**src/rtl/iq_mod_pkg.sv**
```systemverilog
// Package: shared constants and helpers for the I/Q amplitude modulator.
// Assumes samples and gains share one width; the default is 10 bits.
package iq_mod_pkg;
    localparam int unsigned SMP_W_DEF = 10;
    localparam int unsigned N_CHAN    = 2;
    localparam int unsigned CH_Q      = 0;   // quadrature: sine channel
    localparam int unsigned CH_I      = 1;   // in-phase: cosine channel
endpackage

```
**src/rtl/iq_gain_reg.sv**
```systemverilog
// Module: holds the packed pair of channel gains.
// The upper half is the quadrature gain and the lower half the in-phase gain.
// Reset is synchronous and active-low and clears both gains.
module iq_gain_reg #(
    parameter int unsigned W = 10
) (
    input  logic           clk,
    input  logic           rst_n,
    input  logic           wr_en,
    input  logic [2*W-1:0] wr_data,
    output logic [W-1:0]   gain_q,
    output logic [W-1:0]   gain_i
);
    logic [2*W-1:0] gain_r;

    // Purpose: load the packed gains on a strobe, otherwise hold them.
    always_ff @(posedge clk) begin
        if (!rst_n)
            gain_r <= '0;
        else if (wr_en)
            gain_r <= wr_data;
    end

    assign gain_q = gain_r[2*W-1:W];
    assign gain_i = gain_r[W-1:0];
endmodule

```
**src/rtl/iq_scale.sv**
```systemverilog
// Module: one channel multiplier. It forms the signed product of a sample
// and a fractional gain and shifts it right arithmetically by W-1 bits.
// Only the low W bits are kept, so a -1 x -1 product wraps.
// The output is registered: this is pipeline stage one.
module iq_scale #(
    parameter int unsigned W = 10
) (
    input  logic         clk,
    input  logic         rst_n,
    input  logic [W-1:0] smp,
    input  logic [W-1:0] gain,
    output logic [W-1:0] prod
);
    localparam int unsigned PW = 2 * W;
    localparam int unsigned SH = W - 1;

    logic signed [PW-1:0] smp_x;
    logic signed [PW-1:0] gain_x;
    logic signed [PW-1:0] full;
    logic        [W-1:0]  prod_n;

    // Purpose: sign-extend the operands, multiply, then scale the fraction.
    always_comb begin
        smp_x  = signed'({{W{smp[W-1]}}, smp});
        gain_x = signed'({{W{gain[W-1]}}, gain});
        full   = smp_x * gain_x;
        prod_n = W'(full >>> SH);
    end

    // Purpose: register the scaled product.
    always_ff @(posedge clk) begin
        if (!rst_n)
            prod <= '0;
        else
            prod <= prod_n;
    end
endmodule

```
**src/rtl/iq_combine.sv**
```systemverilog
// Module: adds the two scaled channels modulo 2^W, or passes the sine
// sample through. The result is converted to offset binary.
// The sine sample and the enable are delayed one stage so that the
// pass-through has the same latency as the multiply path.
module iq_combine #(
    parameter int unsigned W = 10
) (
    input  logic         clk,
    input  logic         rst_n,
    input  logic [W-1:0] prod_a,
    input  logic [W-1:0] prod_b,
    input  logic [W-1:0] byp_smp,
    input  logic         en,
    output logic [W-1:0] code
);
    localparam logic [W-1:0] MSB_FLIP = {1'b1, {(W-1){1'b0}}};

    logic [W-1:0] byp_q;
    logic         en_q;
    logic [W-1:0] res_n;

    // Purpose: stage-one alignment of the pass-through sample and the enable.
    always_ff @(posedge clk) begin
        if (!rst_n) begin
            byp_q <= '0;
            en_q  <= 1'b0;
        end else begin
            byp_q <= byp_smp;
            en_q  <= en;
        end
    end

    // Purpose: select the wrapped sum or the raw sine.
    always_comb begin
        res_n = en_q ? (prod_a + prod_b) : byp_q;
    end

    // Purpose: stage-two output register in offset binary.
    always_ff @(posedge clk) begin
        if (!rst_n)
            code <= MSB_FLIP;
        else
            code <= res_n ^ MSB_FLIP;
    end
endmodule

```
**src/rtl/iq_amp_mod.sv**
```systemverilog
// Module: top of the I/Q amplitude modulator stage.
// The gain register feeds two channel multipliers built by a generate loop.
// Their products are summed or bypassed, then sent to the DAC code output.
// Latency is two clocks on both paths.
module iq_amp_mod #(
    parameter int unsigned W = iq_mod_pkg::SMP_W_DEF
) (
    input  logic           clk,
    input  logic           rst_n,
    input  logic [W-1:0]   sin_smp,
    input  logic [W-1:0]   cos_smp,
    input  logic           gain_wr_en,
    input  logic [2*W-1:0] gain_wr_data,
    input  logic           am_enable,
    output logic [W-1:0]   dac_code
);
    import iq_mod_pkg::*;

    logic [W-1:0] gain_w [N_CHAN];
    logic [W-1:0] smp_w  [N_CHAN];
    logic [W-1:0] prod_w [N_CHAN];

    iq_gain_reg #(.W(W)) u_gain (
        .clk     (clk),
        .rst_n   (rst_n),
        .wr_en   (gain_wr_en),
        .wr_data (gain_wr_data),
        .gain_q  (gain_w[CH_Q]),
        .gain_i  (gain_w[CH_I])
    );

    assign smp_w[CH_Q] = sin_smp;
    assign smp_w[CH_I] = cos_smp;

    for (genvar c = 0; c < N_CHAN; c++) begin : g_chan
        iq_scale #(.W(W)) u_scale (
            .clk   (clk),
            .rst_n (rst_n),
            .smp   (smp_w[c]),
            .gain  (gain_w[c]),
            .prod  (prod_w[c])
        );
    end

    iq_combine #(.W(W)) u_comb (
        .clk     (clk),
        .rst_n   (rst_n),
        .prod_a  (prod_w[CH_Q]),
        .prod_b  (prod_w[CH_I]),
        .byp_smp (sin_smp),
        .en      (am_enable),
        .code    (dac_code)
    );
endmodule

```
**config.mk**
```make
export PLATFORM = sky130hd
export DESIGN_NAME = iq_amp_mod
export DESIGN_NICKNAME = d
export VERILOG_FILES = /design/src/rtl/iq_mod_pkg.sv /design/src/rtl/iq_gain_reg.sv /design/src/rtl/iq_scale.sv /design/src/rtl/iq_combine.sv /design/src/rtl/iq_amp_mod.sv
export SDC_FILE = /design/constraint.sdc
export NUM_CORES = 1
export LEC_CHECK = 0
export ABC_AREA = 1
export BUFFER_PORTS_ARGS = -buffer_cell sky130_fd_sc_hd__buf_2
export CAP_MARGIN = 40
export CORE_UTILIZATION = 30
export CTS_BUF_LIST = sky130_fd_sc_hd__clkbuf_8
export CTS_CLUSTER_DIAMETER = 120
export DETAILED_ROUTE_END_ITERATION = 8
export GPL_TIMING_DRIVEN = 0
export PLACE_DENSITY = 0.42
export RECOVER_POWER = 25
export SLEW_MARGIN = 20
export SYNTH_ARGS = -nofsm -noshare
export SYNTH_HDL_FRONTEND = slang
export SYNTH_SLANG_ARGS = --single-unit
export TNS_END_PERCENT = 10
```
**constraint.sdc**
```tcl
create_clock -name clk -period 5.6 [get_ports clk]
set_clock_uncertainty 0.2 [all_clocks]
set_input_delay 0.28 -clock clk [delete_from_list [all_inputs] [get_ports clk]]
set_output_delay 0.28 -clock clk [all_outputs]
set_load 0.02 [all_outputs]
```
==> results of run 1 <==
-- cells by family after synthesis --
| group | Yosys count |
|---|---|
| AND/OR/NAND/NOR | 528 |
| buffers and inverters | 437 |
| adder cells (fa/ha/maj) | 270 |
| AO/OA/AOI/OAI | 112 |
| flip-flops | 61 |
| XOR/XNOR | 6 |
-- worst paths after layout --
kind	to	depth (start not counted)
worst max-delay path	g_chan[1].u_scale.prod[9]$_SDFF_PN0_	20
worst min-delay path	u_gain.gain_r[8]$_SDFFE_PN0P_	3
worst max register to register	g_chan[1].u_scale.prod[9]$_SDFF_PN0_	20
worst min register to register	u_comb.code[7]$_SDFF_PN0_	2
-- per-stage QoR --
step | worst slack [ns] | util [%] | setup TNS (ns) | hold slack (ns) | area [µm²]
floorplan | 0.8191 | - | 0 | 0.1776 | 10420
global placement | 0.1335 | 33.01 | 0 | 0.2536 | 11180
detailed placement | 0.1411 | 33.05 | 0 | 0.2721 | 11190
CTS | 0.1331 | 34.19 | 0 | 0.007689 | 11580
global route | -0.01938 | 34.18 | -0.01938 | 0.06640 | 11570
finish | 0.2791 | 34.18 | 0 | 0.02622 | 11580
-- layout make-up --
type	instances	share of cell area [%]
flip-flops and latches	61	10.57
clock inverters	6	0.5512
diodes	1	0.02161
inverters	386	12.51
well taps	448	4.842
repair buffers	62	3.545
multi-input cells	916	64.90
plain buffers	49	1.989
clock buffers	9	1.070
-- registers in the layout (all words and copies together), names as in the netlist --
signal               cells
u_comb.en_q              1
g_chan.u_scale.prod     20
u_gain.gain_r           20
u_comb.byp_q            10
u_comb.code             10
-- routing by layer --
layer,part of all wire (%),up-vias
li1,-,4242
met4,0.67,0
met2,44,124
met3,3.9,13
met1,51,4063
met5,0,-
-- placed cells by master (no fill, tap or decap), types with 4 or more instances in the layout --
cell type / Yosys / routed
a21oi_1: 56 / 56
buf_2: 2 / 37
buf_4: 4 / 4
buf_6: 3 / 4
clkbuf_1: 42 / 40
clkbuf_2: 0 / 6
clkbuf_8: 0 / 9
dfxtp_1: 61 / 59
dlygate4sd3_1: 0 / 20
fa_1: 173 / 173
ha_1: 97 / 97
inv_1: 384 / 384
nand2_1: 343 / 343
nand2_2: 12 / 12
nand2_4: 4 / 4
nand3_1: 34 / 34
nand4_1: 5 / 5
nor2_1: 103 / 103
nor4_1: 4 / 4
o21ai_0: 37 / 37
o21ai_1: 5 / 5
o21bai_1: 9 / 9
or2_2: 6 / 6
xor2_1: 4 / 4
-- worst max-delay path, cell delays in order (launching register included) --
cell and delay [ns]:
dfxtp_1 0.46, clkbuf_1 0.55, nand2_1 0.17, fa_1 0.53, fa_1 0.49, inv_1 0.05
fa_1 0.48, fa_1 0.50, inv_1 0.05, fa_1 0.47, inv_1 0.05, ha_1 0.35
a21oi_1 0.23, nand2_1 0.10, inv_1 0.10, nand2_4 0.08, nand2_1 0.06, nand2_1 0.10
nand2_1 0.09, nand2_1 0.04, nor2_1 0.11
-- power by group through the flow --
stage	Clock (mW)	Combinational (mW)	Sequential, mW
3_3_place_gp	0	2.52	0.568
2_1_floorplan	0	1.89	0.564
5_1_grt	0.434	2.94	0.571
4_1_cts	0.419	2.55	0.560
3_5_place_dp	0	2.51	0.567
6_report	0.400	2.50	0.562
-- repair_timing --
| item | CTS | global route |
|---|---|---|
| resized for setup | 0 | 14 |
| setup endpoints to repair | 0 | 11 |
| hold endpoints to repair | 20 | 0 |
| hold buffers | 20 | 0 |
| setup buffers | 0 | 0 |
==> results.md, run 1 <==
* Status: complete, no violations
* Post-synth EDFFs at 0
* Most frequent cell after synthesis: inv_1
* Tot Pwr at 3.464 mW
* RSZ-0062 raised after global routing: yes
* Hold Fails Final Rpt at 0
* DIE AREA at 35470 µm²
* Mapped cell area at 10410 µm²
* # H-tree levels at 3
* Ys flop type: dfxtp_1
* Synth Area per Inst at 7.366 µm²
* Post-synth top area cell: fa_1
* Flop2flop setup slack at 0.28 ns
* Sequential cell area at 1224 µm²
* Asr flop ratio synth at 0%
* Number of global-route vias before repair at 8883
* ANT nets after route at 0
* Die width at 188.3 µm
* Final Max Slew Viols at 0
* #FFs+latches synth at 61
* Total Wirelength at 26850 µm
* Switching Fraction at 52.81%
* Portion of netlist area occupied by mux cells at 0%
* Net switching power at 1.829 mW
* Synth Area in Compound Gates at 5.718%
* Worst skew pair latency at 0.37 ns
* Synth area leaders: fa_1 (33%), inv_1 (14%), nand2_1 (12%)
* P_leak at 6.748 nW
* Core Box Area at 33870 µm²
* Top achievable clock speed at 0.1879 GHz
* CTS tree: yes
* Critical Path Start: u_gain.gain_r[7]$_SDFFE_PN0P_
* Slew HR at 44.12%
* Synthesis-to-layout area growth at 11.16%
* Initial antenna violation count at 1
* Worst-margin pin slew at 0.8381 ns
* Inst Count DP at 1904
* Final-stage net count at 1799
* Clock power share at 11.5%
* CTS buffer count at 9
* GR peak layer: met2
* Crit path max fanout at 10
* Crit Path Category: reg2reg
* Main combinational cell family by area after synthesis: adder cells
* Critical R2R Launch: u_gain.gain_r[7]$_SDFFE_PN0P_
* WP data arrival at 5.43 ns
* Post-Synth Adder-Cell Area at 44.91%
* Comb pwr share at 72.2%
* Proportion of netlist area held by the largest area contributor at 33.25%
* Initial DRC Count at 403
* P_int at 1.634 mW
* I/O pin cnt at 54
* Grt met1 use at 23.58%
* Global route overflow at 0
* Port bufs at 41
* Synth Area in XOR/XNOR at 0.5046%
* Top cell types by occurrence after synthesis: inv_1 (384), nand2_1 (343), fa_1 (173)
* Max Cap Viol at 0
* Critical Path End Type: register
* Row count at 67
* Gate count of the mapped netlist at 1414
* CP Launch Type: register
* Ys Warns at 0
* Via/cell ratio at 4.356
* Clk sinks at 61
* Met3 usage at 2.421%
* Share of layout cells above drive strength 1 at 6.582%
* Met2 Track Usage GR at 26.67%
* GP Congestion at 0.7765
* Minimum clock period at 5.321 ns
* Worst-case clock buffer depth at 2
* Initial Util at 30.75%
* GRT Overall Usage at 16.49%
* Cell Pwr Density at 299.2 nW/µm²
* CP required at 5.71 ns
* HP Start: gain_wr_data[8]
* First-pass DRT Iterations at 4
* DRC at 0
* Fillers at 3740
* Final setup vio count at 0
* Clock root buffer: clkbuf_8
* Flop pwr share at 16.2%
* Simple-Gate Fraction of Synth Area at 21.01%
* First-pass GRT wire length at 46050 µm
* Largest net degree at the start of global routing at 12
* Tcrit/Tclk final at 95.02%
* Worst min path class: in2reg
* VDD IR max at 0.1404 mV
* Total number of vias at 8442
* Fin cells at 1938
* Clock-pin slew of the registers on the worst-case setup and hold paths at 0.08 ns
* Die span in y at 188.3 µm
* Placed wire-length estimate at 22980 µm
* Post-synth cell types at 34
* Post-Syn Nets at 1728
* Area of the multi-input gates at 7513 µm²
* Avg WL per Cell at 13.85 µm
* Sequential area share after synthesis at 11.73%
No activity file was read; power rests on OpenSTA's default activity.
==> inputs of run 2 (changes only) <==
CORE_UTILIZATION = 45   (was 30)
PLACE_DENSITY = 0.59   (was 0.42)
==> results.md, run 2 (same netlist as run 1, synthesis figures left out) <==
* Core Box Area at 22640 µm²
* Avg WL per Cell at 13.75 µm
* Minimum clock period at 5.339 ns
* Flop2flop setup slack at 0.26 ns
* DRC at 0
* Crit Path Category: reg2reg
* CP max stage cell: fa_1
* GP Congestion at 0.8165
* Largest registers: g_chan.u_scale.prod (20), u_gain.gain_r (20)
* Slew HR at 50.78%
* Largest stage delay on the critical path at 0.62 ns
* Clock root buffer: clkbuf_8
* Share of layout cells above drive strength 1 at 6.254%
* Final Max Slew Viols at 0
* Placed wire-length estimate at 20750 µm
* Final setup vio count at 0
* Clk sinks at 61
* Commonest non-fill, non-tap cell in the layout: inv_1
* Top achievable clock speed at 0.1873 GHz
* Initial antenna violation count at 0
* Initial Util at 46.00%
* Largest net degree at the start of global routing at 13
* Sequential cell area at 1221 µm²
* Min Hold Slack at 0.03038 ns
* Clock-pin slew of the registers on the worst-case setup and hold paths at 0.08 ns
* Inst Count DP at 1740
* Max Cap Viol at 0
* Cell mode on critical path: fa_1
* Area of the multi-input gates at 7513 µm²
* Critical path buffers and inverters at 5
* Critical-path cell list: clkbuf_1, nand2_1, fa_1, inv_1, fa_1, inv_1, fa_1, fa_1, fa_1, inv_1, ha_1, inv_1, nor3_1, and2_1, nand2_1, nand3_1, nand2_1, nor2_1
* Global route overflow at 0
* Antenna cells at 0
* Largest delay share family, worst path: adder cells
* I/O pin cnt at 54
* CP Launch Type: register
* Total number of vias at 8455
* Initial DRC Count at 339
* First-pass GRT wire length at 42070 µm
* Status: complete, no violations
* Critical Path Stages at 18
* Die width at 154.1 µm
* Synthesis-to-layout area growth at 8.914%
* Worst hold path stage count at 3
* Port bufs at 41
* Worst-case clock buffer depth at 2
* Worst-margin pin slew at 0.7383 ns
* First-pass DRT Iterations at 4
* DIE AREA at 23760 µm²
* Critical Path End Type: register
* CP required at 5.67 ns
* CTS buffer count at 9
* P_leak at 6.729 nW
* RSZ-0062 raised after global routing: yes
* Hold Fails Final Rpt at 0
* Critical R2R Launch: u_gain.gain_r[12]$_SDFFE_PN0P_
* Total Wirelength at 24360 µm
* Fillers at 2303
* Number of global-route vias before repair at 8558
* R2R cell count at 18
* WP data arrival at 5.41 ns
* Fin cells at 1772
* VDD IR max at 0.1433 mV
* CTS tree: yes
* Hold Path Sink: u_gain.gain_r[9]$_SDFFE_PN0P_
* Worst skew pair latency at 0.36 ns
* Tcrit/Tclk final at 95.34%
* # H-tree levels at 3
* Final-stage net count at 1796
* HP Start: gain_wr_data[9]
* Die span in y at 154.1 µm
* Via/cell ratio at 4.771
* Row count at 55
* Crit path max fanout at 10
* Worst min path class: in2reg
* R2r endpoint: g_chan[0].u_scale.prod[8]$_SDFF_PN0_
* ANT nets after route at 0
* GRT Overall Usage at 22.44%
* Most frequent cells in the layout: inv_1 (384), nand2_1 (343), fa_1 (173)
* Cell Pwr Density at 301.6 nW/µm²
-- run 2: changes by cell type in the layout (fill, tap and decap cells not counted), sizes merged --
cell | previous run | this run
clkinvlp | 2 | 1
dlygate4sd3 | 20 | 18
clkinv | 3 | 4
inv | 386 | 387
diode | 1 | 0
clkbuf | 55 | 54
-- run 2: layer usage --
metal	wire (µm)	share of wire [%]	up-vias	global-route usage, %
met5	0	0	-	0
met2	11090	46	143	36.82
li1	-	-	4244	-
met3	837	3.4	24	2.903
met4	354	1.5	0	4.762
met1	12080	50	4044	31.64
-- run 2: how the worst max path moves through the flow --
stage,from,slack [ns],endpoint
after global routing,u_gain.gain_r[2]$_SDFFE_PN0P_,-0.03,g_chan[1].u_scale.prod[9]$_SDFF_PN0_
after CTS,u_gain.gain_r[11]$_SDFFE_PN0P_,0.1,g_chan[0].u_scale.prod[8]$_SDFF_PN0_
after floorplan,u_gain.gain_r[11]$_SDFFE_PN0P_,0.82,g_chan[0].u_scale.prod[8]$_SDFF_PN0_
final,u_gain.gain_r[12]$_SDFFE_PN0P_,0.26,g_chan[0].u_scale.prod[8]$_SDFF_PN0_
after detailed placement,u_gain.gain_r[11]$_SDFFE_PN0P_,0.13,g_chan[0].u_scale.prod[8]$_SDFF_PN0_
after global placement,u_gain.gain_r[11]$_SDFFE_PN0P_,0.17,g_chan[0].u_scale.prod[8]$_SDFF_PN0_
-- run 2: worst register-to-register path, delay by kind of cell (launching register included) --
kind          cells  cell delay, ns
fa+ha+maj         6            2.96
simple gates      7            0.94
buf+inv           5            0.80
flops             1            0.33
-- run 2: final cells by class --
cell class,instances,share of cell area [%]
Multi-Input combinational cell,916,66.24
Inverter,386,12.77
Sequential cell,61,10.77
Timing Repair Buffer,59,3.342
Tap cell,285,3.144
Buffer,49,1.996
Clock buffer,9,1.092
Clock inverter,7,0.6508
-- run 2: timing repair --
action                     in CTS  in global routing
setup endpoints to repair       0                 11
resized for setup               0                  4
hold buffers                   18                  0
hold endpoints to repair       18                  0
buffers inserted                0                  0
-- run 2: through the flow --
step	utilization, %	setup WS (ns)	total power, mW	setup TNS [ns]	cell area, µm²
final	50.10	0.2612	3.421	0	11340
after global placement	48.48	0.1684	3.000	0	10980
after global routing	50.10	-0.02734	3.882	-0.02734	11340
after CTS	50.15	0.09856	3.461	0	11350
after floorplan	-	0.8191	2.454	0	10420
after detailed placement	48.48	0.1341	3.015	0	10980
-- run 2: report_power, final --
group / switching [mW] / internal, mW / leakage (nW)
combinational: 1.55 / 0.899 / 6.12
clock: 0.201 / 0.208 / 0.100
sequential: 0.0390 / 0.522 / 0.508
total: 1.79 / 1.63 / 6.73
